**src/rtl/sff_pkg.sv**
```systemverilog
package sff_pkg;
  typedef struct packed {
    logic takeBranch;
    logic takeDemand;
    logic advance;
  } ctrlStrobes_t;
endpackage

```
**src/rtl/sff_datapath.sv**
```systemverilog
module sff_datapath
  import sff_pkg::*;
#(
  parameter int ADDR_W      = 32,
  parameter int LINE_BYTES  = 16,
  parameter int REGION_BITS = 5
) (
  input  logic                         clk,
  input  logic                         rstN,
  input  ctrlStrobes_t                 st,
  input  logic [ADDR_W-1:0]            brTarget,
  input  logic [ADDR_W-1:0]            demandAddr,
  input  logic                         rgLoad,
  input  logic [(1<<REGION_BITS)-1:0]  rgData,
  output logic [ADDR_W-1:0]            fetchAddr,
  output logic                         regionGuarded
);
  localparam int LINE_LSB    = $clog2(LINE_BYTES);
  localparam int NUM_REGIONS = 1 << REGION_BITS;

  logic [ADDR_W-1:0]      addrQ;
  logic [NUM_REGIONS-1:0] rgQ;
  logic [ADDR_W-1:0]      nextLine;
  logic [REGION_BITS-1:0] regionIdx;
  logic [REGION_BITS-1:0] maskBit;

  assign nextLine  = {addrQ[ADDR_W-1:LINE_LSB], {LINE_LSB{1'b0}}} + ADDR_W'(LINE_BYTES);
  assign regionIdx = addrQ[ADDR_W-1 -: REGION_BITS];
  // region k lives at mask position NUM_REGIONS-1-k (bit 0 is the MSB)
  assign maskBit   = ~regionIdx;
  assign regionGuarded = rgQ[maskBit];
  assign fetchAddr = addrQ;

  always_ff @(posedge clk) begin
    if (!rstN) begin
      addrQ <= '0;
    end else if (st.takeBranch) begin
      addrQ <= brTarget;
    end else if (st.takeDemand) begin
      addrQ <= demandAddr;
    end else if (st.advance) begin
      addrQ <= nextLine;
    end
  end

  always_ff @(posedge clk) begin
    if (!rstN) rgQ <= '0;
    else if (rgLoad) rgQ <= rgData;
  end


  redirect_addr_chk: assert property (@(posedge clk) disable iff (!rstN)
    st.takeBranch |=> addrQ == $past(brTarget));

  advance_step_chk: assert property (@(posedge clk) disable iff (!rstN)
    (st.advance && !st.takeBranch && !st.takeDemand) |=> addrQ == $past(nextLine));

  rg_load_chk: assert property (@(posedge clk) disable iff (!rstN)
    rgLoad |=> rgQ == $past(rgData));

  hold_addr_chk: assert property (@(posedge clk) disable iff (!rstN)
    (!st.takeBranch && !st.takeDemand && !st.advance) |=> $stable(addrQ));
endmodule

```
**src/rtl/sff_ctrl.sv**
```systemverilog
module sff_ctrl
  import sff_pkg::*;
(
  input  logic         clk,
  input  logic         rstN,
  input  logic         brValid,
  input  logic         demandValid,
  input  logic         fetchReady,
  input  logic         xlateEn,
  input  logic         pageGuard,
  input  logic         regionGuarded,
  output ctrlStrobes_t st,
  output logic         fetchEn
);
  logic runQ;
  logic specQ;
  logic guarded;

  assign guarded = xlateEn ? pageGuard : regionGuarded;
  assign fetchEn = runQ & ~brValid & ~(specQ & guarded);

  always_comb begin
    st.takeBranch = brValid;
    st.takeDemand = demandValid & ~brValid;
    st.advance    = fetchEn & fetchReady & ~demandValid;
  end

  always_ff @(posedge clk) begin
    if (!rstN) begin
      runQ  <= 1'b0;
      specQ <= 1'b0;
    end else begin
      if (brValid || demandValid) begin
        runQ  <= 1'b1;
        specQ <= 1'b0;
      end else if (st.advance) begin
        specQ <= 1'b1;
      end
    end
  end


  idle_quiet_chk: assert property (@(posedge clk) disable iff (!rstN)
    !runQ |-> !fetchEn);

  redirect_nonspec_chk: assert property (@(posedge clk) disable iff (!rstN)
    (brValid || demandValid) |=> !specQ);

  guard_veto_chk: assert property (@(posedge clk) disable iff (!rstN)
    (specQ && guarded) |-> !st.advance);
endmodule

```
**src/rtl/spec_fetch_filter.sv**
```systemverilog
module spec_fetch_filter
  import sff_pkg::*;
#(
  parameter int ADDR_W      = 32,
  parameter int LINE_BYTES  = 16,
  parameter int REGION_BITS = 5
) (
  input  logic                         clk,
  input  logic                         rstN,
  input  logic                         demandValid,
  input  logic [ADDR_W-1:0]            demandAddr,
  input  logic                         brValid,
  input  logic [ADDR_W-1:0]            brTarget,
  input  logic                         fetchReady,
  input  logic                         xlateEn,
  input  logic                         pageGuard,
  input  logic                         rgLoad,
  input  logic [(1<<REGION_BITS)-1:0]  rgData,
  output logic [ADDR_W-1:0]            fetchAddr,
  output logic                         fetchEn
);
  ctrlStrobes_t st;
  logic         regionGuarded;

  sff_ctrl u_ctrl (
    .clk           (clk),
    .rstN          (rstN),
    .brValid       (brValid),
    .demandValid   (demandValid),
    .fetchReady    (fetchReady),
    .xlateEn       (xlateEn),
    .pageGuard     (pageGuard),
    .regionGuarded (regionGuarded),
    .st            (st),
    .fetchEn       (fetchEn)
  );

  sff_datapath #(
    .ADDR_W      (ADDR_W),
    .LINE_BYTES  (LINE_BYTES),
    .REGION_BITS (REGION_BITS)
  ) u_dp (
    .clk           (clk),
    .rstN          (rstN),
    .st            (st),
    .brTarget      (brTarget),
    .demandAddr    (demandAddr),
    .rgLoad        (rgLoad),
    .rgData        (rgData),
    .fetchAddr     (fetchAddr),
    .regionGuarded (regionGuarded)
  );
endmodule

```
**config.mk**
```make
export PLATFORM = sky130hd
export DESIGN_NAME = spec_fetch_filter
export DESIGN_NICKNAME = d
export VERILOG_FILES = /design/src/rtl/sff_pkg.sv /design/src/rtl/sff_datapath.sv /design/src/rtl/sff_ctrl.sv /design/src/rtl/spec_fetch_filter.sv
export SDC_FILE = /design/constraint.sdc
export NUM_CORES = 1
export LEC_CHECK = 0
export BUFFER_PORTS_ARGS = -buffer_cell sky130_fd_sc_hd__buf_2
export CAP_MARGIN = 20
export CELL_PAD_IN_SITES_DETAIL_PLACEMENT = 1
export CELL_PAD_IN_SITES_GLOBAL_PLACEMENT = 1
export CORE_MARGIN = 3
export CORE_UTILIZATION = 30
export CTS_CLUSTER_DIAMETER = 80
export DETAILED_ROUTE_END_ITERATION = 10
export HOLD_SLACK_MARGIN = 0.12
export PLACE_DENSITY_LB_ADDON = 0.1
export SLEW_MARGIN = 20
export SYNTH_ARGS = -nofsm -noshare
export SYNTH_HDL_FRONTEND = slang
export SYNTH_SLANG_ARGS = --single-unit
```
**constraint.sdc**
```tcl
create_clock -name clk -period 2.9 [get_ports clk]
set_input_delay 0.29 -clock clk [delete_from_list [all_inputs] [get_ports clk]]
set_output_delay 0.29 -clock clk [all_outputs]
set_load 0.1 [all_outputs]
```
# Word level (Yosys, flattened, before mapping)
# Index checks and enable logic that the tools add are counted.
# word_totals
register_bits	66
output_inout_bits	33
# classes
addsub	1
n_lt_le_gt_ge	1
n_mux	6
bitwise	11
reduce_logical	3
# op_table
operator	n
32-bit 2-to-1 mux	3
32-bit by 5-bit adder with 32-bit output (second input constant)	1
1-bit bitwise AND	6
5-bit by 6-bit less-than comparator with 1-bit output (second input constant)	1
1-bit binary-select mux with 5-bit select	1
5-bit inverter	1
1-bit inverter	4
3-bit nonzero test	1
1-bit 2-to-1 mux	2
2-bit OR reduction	1
1-bit logical OR	1

# Logic depth before layout (Yosys ltp)
# Gate-level depths: netlist (run 1).
# depth
ltp_word	12
ltp_mapped	11

# By module
# Synthesis (run 1) repeated with hierarchy kept, for this count alone.
# unflattened
hier_cells	455
hier_area_um2	4055.1
# by_module_without_submodules
mod	n_inst	cells_each	area_per_inst_um2
sff_datapath	1	443	3921.3
sff_ctrl	1	12	133.9

# Least setup slack after synthesis (run 1)
# Ideal clock, no wire load.
# synth_timing
path_kind	reg2out
from	register u_dp.addrQ[27] (netlist: u_dp.fetchAddr[27])
to	output port fetchEn
t_arrival_ns	3.152
t_required_ns	2.610
path_slack_ns	-0.542
stages_incl_launch_ff	9
path_cell_list	dfxtp_1 -> buf_6 -> mux4_2 -> nand2b_1 -> a41oi_2 -> nand4_1 -> buf_6 -> nand2_1 -> and3_1
# synth_between
elab_chain_len	7
# synth_rtl
element	line_no	source
from (decl)	sff_datapath.sv:21	logic [ADDR_W-1:0] addrQ;
from (signal assigned)	sff_datapath.sv:38	addrQ <= brTarget;
from (signal assigned)	sff_datapath.sv:40	addrQ <= demandAddr;
from (signal assigned)	sff_datapath.sv:42	addrQ <= nextLine;
5-bit inverter	sff_datapath.sv:30	assign maskBit = ~regionIdx;
1-bit binary-select mux with 5-bit select	sff_datapath.sv:31	assign regionGuarded = rgQ[maskBit];
1-bit 2-to-1 mux (not written as such)	sff_datapath.sv:31	
1-bit 2-to-1 mux	sff_ctrl.sv:19	assign guarded = xlateEn ? pageGuard : regionGuarded;
1-bit bitwise AND	sff_ctrl.sv:20	assign fetchEn = runQ & ~brValid & ~(specQ & guarded);
1-bit inverter	sff_ctrl.sv:20	
1-bit bitwise AND	sff_ctrl.sv:20	
to (decl)	spec_fetch_filter.sv:20	output logic fetchEn
# Every way passes these cells. The select of a mux whose other input is x is not followed.

# Worst setup path in the final report (run 1)
# Ends and elaborated chain as after synthesis.

==> metrics, run 1 <==
status complete, no violations; Syn Std Cell Area ~3700 µm²; initial antenna violation count 1; IO Port Bufs roughly 140; Initial Util between 30% and 40%; worst-path cell chain mux4_2 > nand2b_1 > a41oi_2 > nand4_1 > buf_4 > nand2_1 > and3_2 > buf_12; Comb power frac a little under a quarter; # DRC 0; Total Routing Usage GR between 10% and 20%; power per cell area about 580 nW/µm²; Placed Instance Area 4480 µm²; Max stage delay on crit path ~0.50 ns; leakage ~2.1 nW; unrepaired setup endpoints after global routing no; clock skew 0.00793 ns; clock slew at the register clock pins of the worst setup and hold paths around 0.060 ns; Die Area between 10,000 and 15,000 µm²; grt total ovfl 0; syn_nets ~520; H-tree levels 3; fin crit share 92.6%; CTS tree built; largest net degree at the start of global routing between 50 and 60; Detailed Routing Iterations Pass 1 4; Int Power 1.83 mW; dpl cells between 600 and 700; normalized max-slew margin between 30% and 40%; die width between 100 and 150 µm; peak supply drop roughly 0.27 mV; #FFs+latches synth 66; half-perimeter wire length after placement 9.32 mm; TritonCTS buffer count 9; Post-synth ARST share 0%; pre-CTS setup slack between 0.2 and 0.25 ns; clock buffer depth 2; clk sinks between 60 and 70; cell area after layout ~4800 µm²; Max-cap violations 0; post-CTS setup buffers 0; critical path launch point type flop; Max Freq about 370 MHz; warning count from the yosys run 0; vias in the first global route 3,805; WL per Instance roughly 18 µm; Synth Area per Inst between 8 and 9 µm²; Post-Synthesis Cells roughly 420; ys flop type dfxtp_1; final non-filler cell total roughly 690; sequential share of power around 37%; switch share 33.7%; routability congestion estimate roughly 0.84; vias per inst 5.26; DR vias 3,648; Area Growth Syn to Fin 30.6%; Setup WS post-layout between 0.2 and 0.25 ns; critical path capture point type output pin; layout cells sized above 1 between 30% and 40%; nets@finish around 650; Critical Path RT ~2.6 ns; Arrival @ worst endpoint about 2.4 ns; Iteration-0 DRC Markers 131; Die Height ~120 µm; Slew Viols, Final 0; Netlist cell types between 50 and 60; Crit Path Max Fanout 11; Routed Antenna Nets 0; # hold bufs at CTS 0; Min-Delay Path Class input pin to flop; first-pass GRT wire length between 15 and 20 mm; Design Power 2.76 mW; clk_lat worst skew roughly 0.33 ns; sequential fraction of the synthesis area a little over a third; Inserted Diodes 0; # rows 39; Crit Path Category flop to output pin; P_sw 931 µW; slew at the pin closest to its max-slew limit about 1.0 ns; Post-synth EDFFs 0; Fin Setup TNS 0 ns; core area approximately 12,000 µm²; Root Driver clkbuf_16; final WL ~13 mm; min cycle time layout between 2 and 3 ns; crit path max-delay cell type mux4_2; io pins around 140; Setup violations, final 0; final hold vios 0; Clock power frac around 40%
stage by stage:
step	utilization (%)	hold WS, ns
after global placement	38.5	0.453
final	41.0	0.196
after CTS	41.0	0.192
after floorplan	-	0.431
after global routing	41.0	0.202
after detailed placement	38.5	0.482
registers in the layout (all words and copies together) (netlist names):
| register | flops |
|---|---|
| u_dp.fetchAddr | 32 |
| u_dp.rgQ | 32 |
| u_ctrl.runQ | 1 |
| u_ctrl.specQ | 1 |
kinds of logic (layout without fill, tap and decap cells):
family	Yosys count	count (layout)	synth area share (%)
DFF	66	66	36.1
AOI/OAI and AO/OA	115	115	23.3
buffers and inverters	42	173	5.20
muxes	51	51	15.3
adders and majority gates	1	1	0.342
and+or+nand+nor	134	134	17.3
xor gates and xnor gates	10	10	2.39
layout make-up:
class	instances	area (µm²)
inverter	10	37.5
timing repair buffer	148	786
fill	1400	6880
clock inverter	6	67.6
tap	143	179
multi-input combinational	311	2150
clock buffer	9	225
sequential	66	1330
synth_stat cells, drive strengths merged, types with 2 or more instances:
cell	count	share of area (%)
nor2	50	5.1
nand3	14	1.9
dfxtp	66	36
o311ai	2	0.48
a22o	2	0.48
nand2	30	3.1
clkbuf	15	1.5
a21oi	27	4.0
o21a	3	0.62
nor4	4	0.68
buf	17	2.6
o22ai	4	0.68
xor2	3	0.72
o21ai	17	2.3
inv	10	1.0
and3	8	1.4
nand4	6	1.2
and4	3	0.72
a2111oi	3	1.7
nor3	7	0.96
mux2i	47	13
a211oi	9	2.0
or3	2	0.48
o211ai	7	1.4
a41oi	2	0.68
xnor2	7	1.7
a22oi	22	4.5
mux4	4	2.5
a31o	4	0.96
nand2b	4	0.68
nor2b	2	0.34
a41o	2	0.55
path summary, 6_finish.rpt:
| kind | startpoint | endpoint | slack (ns) | depth (start not counted) |
|---|---|---|---|---|
| hold / removal | rgData[22] | u_dp.rgQ[22] | 0.20 | 3 |
| setup reg to reg | u_dp.fetchAddr[27] | u_dp.fetchAddr[30] | 0.34 | 8 |
| hold reg to reg | u_dp.fetchAddr[2] | u_dp.fetchAddr[2] | 0.49 | 2 |
| setup / recovery | u_dp.fetchAddr[27] | fetchEn | 0.21 | 8 |
per-layer routing:
metal  vias to the layer above  share of wire [%]  global-route usage (%)
met5                         -              0.079                       0
met4                         2                1.5                    4.49
met3                        15                4.6                    4.87
met2                        84                 49                    32.6
met1                      1733                 44                    23.1
li1                       1814                  -                       -
power by group through the flow:
stage	Sequential, mW	Combinational, mW	Clock (mW)
2_1_floorplan	1.25	0.259	0
3_3_place_gp	1.05	0.634	0
3_5_place_dp	1.05	0.643	0
4_1_cts	1.04	0.645	1.11
5_1_grt	1.04	0.687	1.16
6_report	1.03	0.639	1.09
worst max-delay path, delay by kind of cell, from the launching register on:
kind	cells	cell delay, ns
buffers and inverters	2	0.38
and+or+nand+nor	4	0.57
AOI/OAI and AO/OA	1	0.19
muxes	1	0.50
DFF	1	0.42
cell usage in the layout (no fill, tap or decap), types with 2 or more instances in the layout:
master      instances
buf_2             135
dfxtp_1            61
nor2_1             50
mux2i_1            47
nand2_1            30
a21oi_1            26
a22oi_1            22
o21ai_0            16
nand3_1            14
buf_4              12
clkbuf_16           9
inv_1               8
a211oi_1            8
and3_1              7
nor3_1              7
xnor2_1             7
o211ai_1            7
nand4_1             5
mux4_2              4
nand2b_1            4
nor4_1              4
o22ai_1             4
a31o_2              4
dfxtp_2             4
and4_1              3
o21a_1              3
xor2_1              3
inv_2               2
o311ai_0            2
a41o_1              2
a2111oi_4           2
a22o_1              2
clkinvlp_4          2
what timing repair did:
action,in CTS,in global routing
resized for setup,0,1
endpoints found under the hold margin,0,0
setup endpoints to repair,0,1
(Power assumes the default switching activity.)
==> inputs of run 2 (changes only) <==
- clock period: 2.9 -> 2.2 ns (I/O delays scaled with it)
==> run 2 against run 1 <==
Net effect: first-iteration DRC count shrank 5.3%; the run now ends with setup timing left; critical endpoint unchanged; final area is 9.8% higher; critical path depth is 1 higher; clock-buffer cell count up 1; largest cell class unchanged; die area is the same.
==> metrics, run 2 (synthesis gave the netlist of run 1 again) <==
status finished with violations; failing checks setup timing; min cycle time layout between 2 and 3 ns; Iteration-0 DRC Markers 124 (-5.3%); Reg-to-Reg Start u_dp.fetchAddr[27]; peak supply drop 0.350 mV (+30%); normalized max-slew margin 60.7% (+30 points); HP Start rgData[7]; Slew Viols, Final 0 (unchanged); Worst R2R Setup Slack -0.29 ns (-0.63 ns); Hold Path End u_dp.rgQ[7]; critical path launch point type flop; Total Routing Usage GR 19.6% (+0.91 points); initial antenna violation count 1 (unchanged); Die Area 13,600 µm² (unchanged); clock slew at the register clock pins of the worst setup and hold paths 0.06 ns (about the same); core area 11,700 µm² (unchanged); clock buffer depth 2 (unchanged); clock skew 0.00515 ns (-0.00278 ns); io pins 137 (unchanged); Min-Delay Path Class input pin to flop; WL per Instance 18.1 µm (-1.0%); Root Driver clkbuf_16; DR vias 3,801 (+4.2%); Design Power 3.80 mW (+38%); Arrival @ worst endpoint 2.32 ns (-0.08 ns); slew at the pin closest to its max-slew limit 0.588 ns (-0.458 ns); Max Freq between 300 and 400 MHz; CTS tree built; # DRC 0 (unchanged); final non-filler cell total 729 (+5.2%); Setup violations, final 33 (+33); fin crit share 115%; clk sinks 66 (unchanged); final core area utilization 45.0% (+4.0 points); # rows 39 (unchanged); Inserted Diodes 0 (unchanged); Area Growth Syn to Fin 43.5%; vias per inst 5.21 (-0.95%); vias in the first global route 4,057 (+6.6%); Crit Path Max Fanout 7 (-4); Detailed Routing Iterations Pass 1 4 (unchanged); layout cells sized above 1 42.8% (+8.1 points); routability congestion estimate 0.806 (-4.5%); H-tree levels 3 (unchanged); power per cell area 724 nW/µm² (+25%); reg2reg path depth 11 (+3); Max-cap violations 0 (unchanged); Placed Instance Area 4770 µm² (+6.4%); Crit Path Category flop to output pin; dpl cells 703 (+3.7%); die width 116 µm (unchanged); reg2reg end u_dp.fetchAddr[23]; Setup WS post-layout -0.337 ns (-0.552 ns); IO Port Bufs 136 (unchanged); Die Height 116 µm (unchanged); grt total ovfl 0 (unchanged); Worst Setup SP u_dp.fetchAddr[27]; leakage 2.39 nW (+11%); cell area after layout 5250 µm² (+9.8%); Critical Path RT 1.98 ns (-0.63 ns); Worst Hold Depth 3 (unchanged); most common cell after layout, fill and taps aside buf_2; critical path capture point type output pin; Initial Util 31.4% (unchanged); first-pass GRT wire length 20.8 mm (+5.1%); largest net degree at the start of global routing 33 (-41%); final hold vios 0 (unchanged); clk_lat worst skew 0.33 ns (about the same); commonest non-fill, non-tap cells in the layout buf_2 (135), nor2_1 (50), mux2i_1 (47); half-perimeter wire length after placement 9.99 mm (+7.1%); TritonCTS buffer count 9 (unchanged); nets@finish 687 (+5.5%); unrepaired setup endpoints after global routing yes; Fin Setup TNS -6.01 ns (-6.01 ns); Routed Antenna Nets 0 (unchanged); final WL 13.2 mm (+4.1%)
==> run 2: cell types whose count changed in the layout (fill, tap and decap cells not counted), moves of 2 or more <==
| cell | previous run | this run |
|---|---|---|
| dfxtp_4 | 1 | 10 |
| dfxtp_2 | 4 | 14 |
| dlygate4sd3_1 | 0 | 2 |
| inv_4 | 0 | 2 |
| dfxtp_1 | 61 | 42 |
| buf_4 | 12 | 33 |
| buf_6 | 0 | 10 |
| clkinvlp_4 | 2 | 0 |
| buf_12 | 1 | 4 |
==> run 2: area by class of cell <==
class | count | area (µm²)
fill | 1398 | 6410
multi-input combinational | 311 | 2210
sequential | 66 | 1380
timing repair buffer | 184 | 1140
clock buffer | 10 | 250
tap | 143 | 179
clock inverter | 5 | 60.1
inverter | 10 | 37.5
==> run 2: worst max-delay path by stage <==
stage	to	slack [ns]
CTS	fetchEn	-0.37
global placement	u_dp.fetchAddr[17]	-0.13
detailed placement	u_dp.fetchAddr[17]	-0.23
floorplan	u_dp.fetchAddr[30]	-0.35
global route	fetchEn	-0.43
finish	fetchEn	-0.34
==> run 2: per-stage QoR <==
| stage | hold WS (ns) | worst slack, ns |
|---|---|---|
| 2_1_floorplan | 0.357 | -0.345 |
| 3_3_place_gp | 0.453 | -0.130 |
| 3_5_place_dp | 0.461 | -0.228 |
| 4_1_cts | 0.121 | -0.367 |
| 5_1_grt | 0.128 | -0.433 |
| 6_report | 0.128 | -0.337 |
==> run 2: routing by layer <==
layer / share of wire, % / wire length, µm / GRT usage, % / up-vias
met2: 51 / 6770 / 35.8 / 98
met4: 1.2 / 157 / 5.03 / 2
li1: - / - / - / 1883
met1: 42 / 5560 / 23.5 / 1806
met3: 5.3 / 695 / 3.83 / 12
met5: 0.099 / 13 / 0 / -
==> run 2: where the power goes <==
| part | internal [mW] | total (mW) | switching, mW |
|---|---|---|---|
| clock network | 0.945 | 1.49 | 0.549 |
| logic | 0.341 | 0.947 | 0.606 |
| registers | 1.28 | 1.36 | 0.0836 |
| total | 2.56 | 3.80 | 1.24 |
==> run 2: timing repair <==
action / in CTS / in global routing
hold buffers: 2 / 0
pin swaps: 18 / 5
endpoints found under the setup margin: 33 / 33
endpoints found under the hold margin: 2 / 0
resized for setup: 13 / 8
buffers inserted: 5 / 3
cloned: 2 / 0
==> run 2: critical path, stage by stage (launching register included) <==
cell      delay (ns)
dfxtp_4         0.40
mux4_2          0.50
nand2b_4        0.15
a41oi_2         0.11
nand4_1         0.14
buf_6           0.16
buf_12          0.11
nand2_4         0.05
and3_4          0.20
buf_12          0.17
==> inputs of run 3 (changes only) <==
- SYNTH_HIERARCHICAL: default -> 1
==> run 3 against run 2 <==
Net effect: the flow still finishes with violations (setup timing); global-route usage increased by 0.12 points; non-clock buffer count rose by 20; cell count up 11%; critical path depth rose by 4; hold slack better by 0.010 ns; first-iteration DRC count is 72% higher; clock skew is essentially flat; worst setup slack worse by 0.53 ns; critical path type is now flop to flop.
==> metrics, run 3 <==
status finished with violations; failing checks setup timing; clock skew 0.00484 ns (-0.000314 ns); Root Driver clkbuf_16; vias per inst 5.16 (-1.0%); dpl cells 782 (+11%); WL per Instance 18.1 µm (+0.11%); nets@finish 738 (+7.4%); Area contributors post-synth dfxtp_1 (33%), mux2i_1 (9.4%), nor2b_1 (6.8%); Detailed Routing Iterations Pass 1 6 (+2); Post-synth EDFFs 0 (unchanged); syn_nets 560 (+6.9%); normalized max-slew margin 55.7% (-5.0 points); # DRC 0 (unchanged); Die Area 14,900 µm² (+10%); Max-cap violations 0 (unchanged); grt total ovfl 0 (unchanged); commonest non-fill, non-tap cells in the layout buf_2 (135), dfxtp_1 (62), buf_4 (49); IO Port Bufs 136 (unchanged); Placed Instance Area 5250 µm² (+10%); fillers 1,552 (+11%); Syn Std Cell Area 4060 µm² (+11%); final hold vios 0 (unchanged); final WL 14.7 mm (+11%); ys flop type dfxtp_1; half-perimeter wire length after placement 10.7 mm (+7.0%); Design Power 4.12 mW (+8.3%); min cycle time layout 3.07 ns (+0.529 ns); CTS tree built; final non-filler cell total 810 (+11%); Die Height 122 µm (+5.0%); Slew Viols, Final 0 (unchanged); Inserted Diodes 0 (unchanged); Synth Area per Inst 8.91 µm² (+2.1%); Arrival @ worst endpoint 3.34 ns (+1.02 ns); Max Freq 326 MHz (-17%); crit path max-delay cell type mux4_2; fin crit share 139% (+24 points); io pins 137 (unchanged); Setup WS post-layout -0.867 ns (-0.529 ns); power per cell area 699 nW/µm² (-3.5%); cell taking the most area after synthesis dfxtp_1; core area 12,900 µm² (+11%); TritonCTS buffer count 9 (unchanged); clock slew at the register clock pins of the worst setup and hold paths 0.05 ns (about the same); layout cells sized above 1 43.4% (+0.58 points); unrepaired setup endpoints after global routing yes; first-pass GRT wire length 22.9 mm (+10%); most common cell after layout, fill and taps aside buf_2; largest net degree at the start of global routing 57 (+73%); Crit Path Category flop to flop; Post-synth ARST share 0% (unchanged); initial antenna violation count 0 (-1); sequential fraction of the synthesis area 32.6% (-3.5 points); post-synth top area share 32.6% (-3.5 points); Setup violations, final 33 (unchanged); Iteration-0 DRC Markers 213 (+72%); leakage 2.59 nW (+8.4%); clk_lat worst skew 0.34 ns (about the same); warning count from the yosys run 6 (+6); Min-Delay Path Class input pin to flop; cell area after layout 5900 µm² (+12%); slew at the pin closest to its max-slew limit 0.660 ns (+0.0714 ns); vias in the first global route 4,354 (+7.3%); most frequent cells after synthesis dfxtp_1 (66), nor2b_1 (44), mux2i_1 (38); Critical Path RT 2.47 ns (+0.49 ns); Netlist cell types 69 (+17%); clk sinks 66 (unchanged); #FFs+latches synth 66 (unchanged); DR vias 4,179 (+9.9%); die width 122 µm (+5.0%); Multi-input gate area 2680 µm² (+21%); peak supply drop 0.387 mV (+11%); Post-Synthesis Cells 455 (+8.6%); H-tree levels 3 (unchanged); Max stage delay on crit path 0.48 ns (-0.02 ns); routability congestion estimate 0.797 (-1.1%); # rows 41 (+5.1%); Total Routing Usage GR 19.7% (+0.12 points); clock buffer depth 2 (unchanged); Area Growth Syn to Fin 45.4%; Initial Util 31.4% (about the same); Routed Antenna Nets 0 (unchanged); Crit Path Max Fanout 6 (-1); critical path launch point type flop; most common cell in the netlist dfxtp_1; critical path capture point type flop; worst-path cell chain buf_12 > mux4_2 > mux2_4 > a21oi_2 > a311oi_2 > mux2_4 > a2111oi_4 > buf_12 > buf_6 > nand4_1 > o31ai_2 > nand3_1 > o21ai_1; area taken by flip-flops and latches 1330 µm² (-3.1%)
run 3: cell types whose count changed in the layout (fill, tap and decap cells not counted), moves of 16 or more:
cell	previous run	this run
a22oi_1	22	0
dfxtp_1	42	62
o21ai_1	0	21
nor2b_1	1	40
nor2_1	50	16
buf_4	33	49
run 3: what timing repair did:
action,4_1_cts,5_1_grt
hold endpoints to repair,4,0
resized for setup,59,17
hold buffers,4,0
pin swaps,21,5
setup endpoints to repair,33,33
buffers inserted,5,2
cloned,1,1
run 3: logic make-up after synthesis:
| group | count (synthesis) | share of synthesized area [%] |
|---|---|---|
| simple gates | 155 | 24.2 |
| buf+inv | 52 | 5.99 |
| compound gates | 131 | 22.0 |
| fa+ha+maj | 1 | 0.308 |
| flops | 66 | 32.6 |
| xor+xnor | 2 | 0.432 |
| mux | 48 | 14.5 |
run 3: routing by layer:
layer	global-route usage, %	wire (µm)
met2	32.6	6960
met5	0	0
met3	5.02	659
met1	26.1	6970
met4	4.20	95
run 3: path summary, 6_finish.rpt:
path	startpoint	endpoint	slack, ns	cells past startpoint
max	u_dp/fetchAddr[28]	u_dp/fetchAddr[12]	-0.87	13
min	rgData[21]	u_dp/rgQ[21]	0.14	3
max reg2reg	u_dp/fetchAddr[28]	u_dp/fetchAddr[12]	-0.87	13
min reg2reg	u_dp/fetchAddr[24]	u_dp/fetchAddr[24]	0.50	1
run 3: through the flow:
stage	hold WS (ns)	worst slack, ns	util [%]	TNS, ns
final	0.139	-0.867	45.6	-25.53
after global routing	0.140	-1.03	45.6	-29.87
after CTS	0.125	-0.922	44.9	-26.98
after detailed placement	0.450	-0.913	40.6	-25.38
after global placement	0.445	-0.750	40.6	-22.14
after floorplan	0.297	-0.920	-	-26.32
run 3: critical path, delay by kind of cell (launching register included):
| family | cells | cell delay (ns) |
|---|---|---|
| flip-flops | 1 | 0.38 |
| AND/OR/NAND/NOR | 2 | 0.24 |
| multiplexers | 3 | 1.08 |
| AO/OA/AOI/OAI | 5 | 0.91 |
| buffers and inverters | 3 | 0.39 |
run 3: cell type report:
type | count | share of cell area, %
clock buffers | 14 | 4.50
clock inverters | 2 | 0.594
inverters | 15 | 0.955
multi-input cells | 337 | 45.4
flip-flops and latches | 66 | 22.6
well taps | 172 | 3.65
repair buffers | 204 | 22.2
run 3: where the power goes:
part	total (mW)	switching [mW]	internal [mW]
Sequential	1.41	0.119	1.29
Combinational	1.23	0.787	0.439
Clock	1.48	0.535	0.946
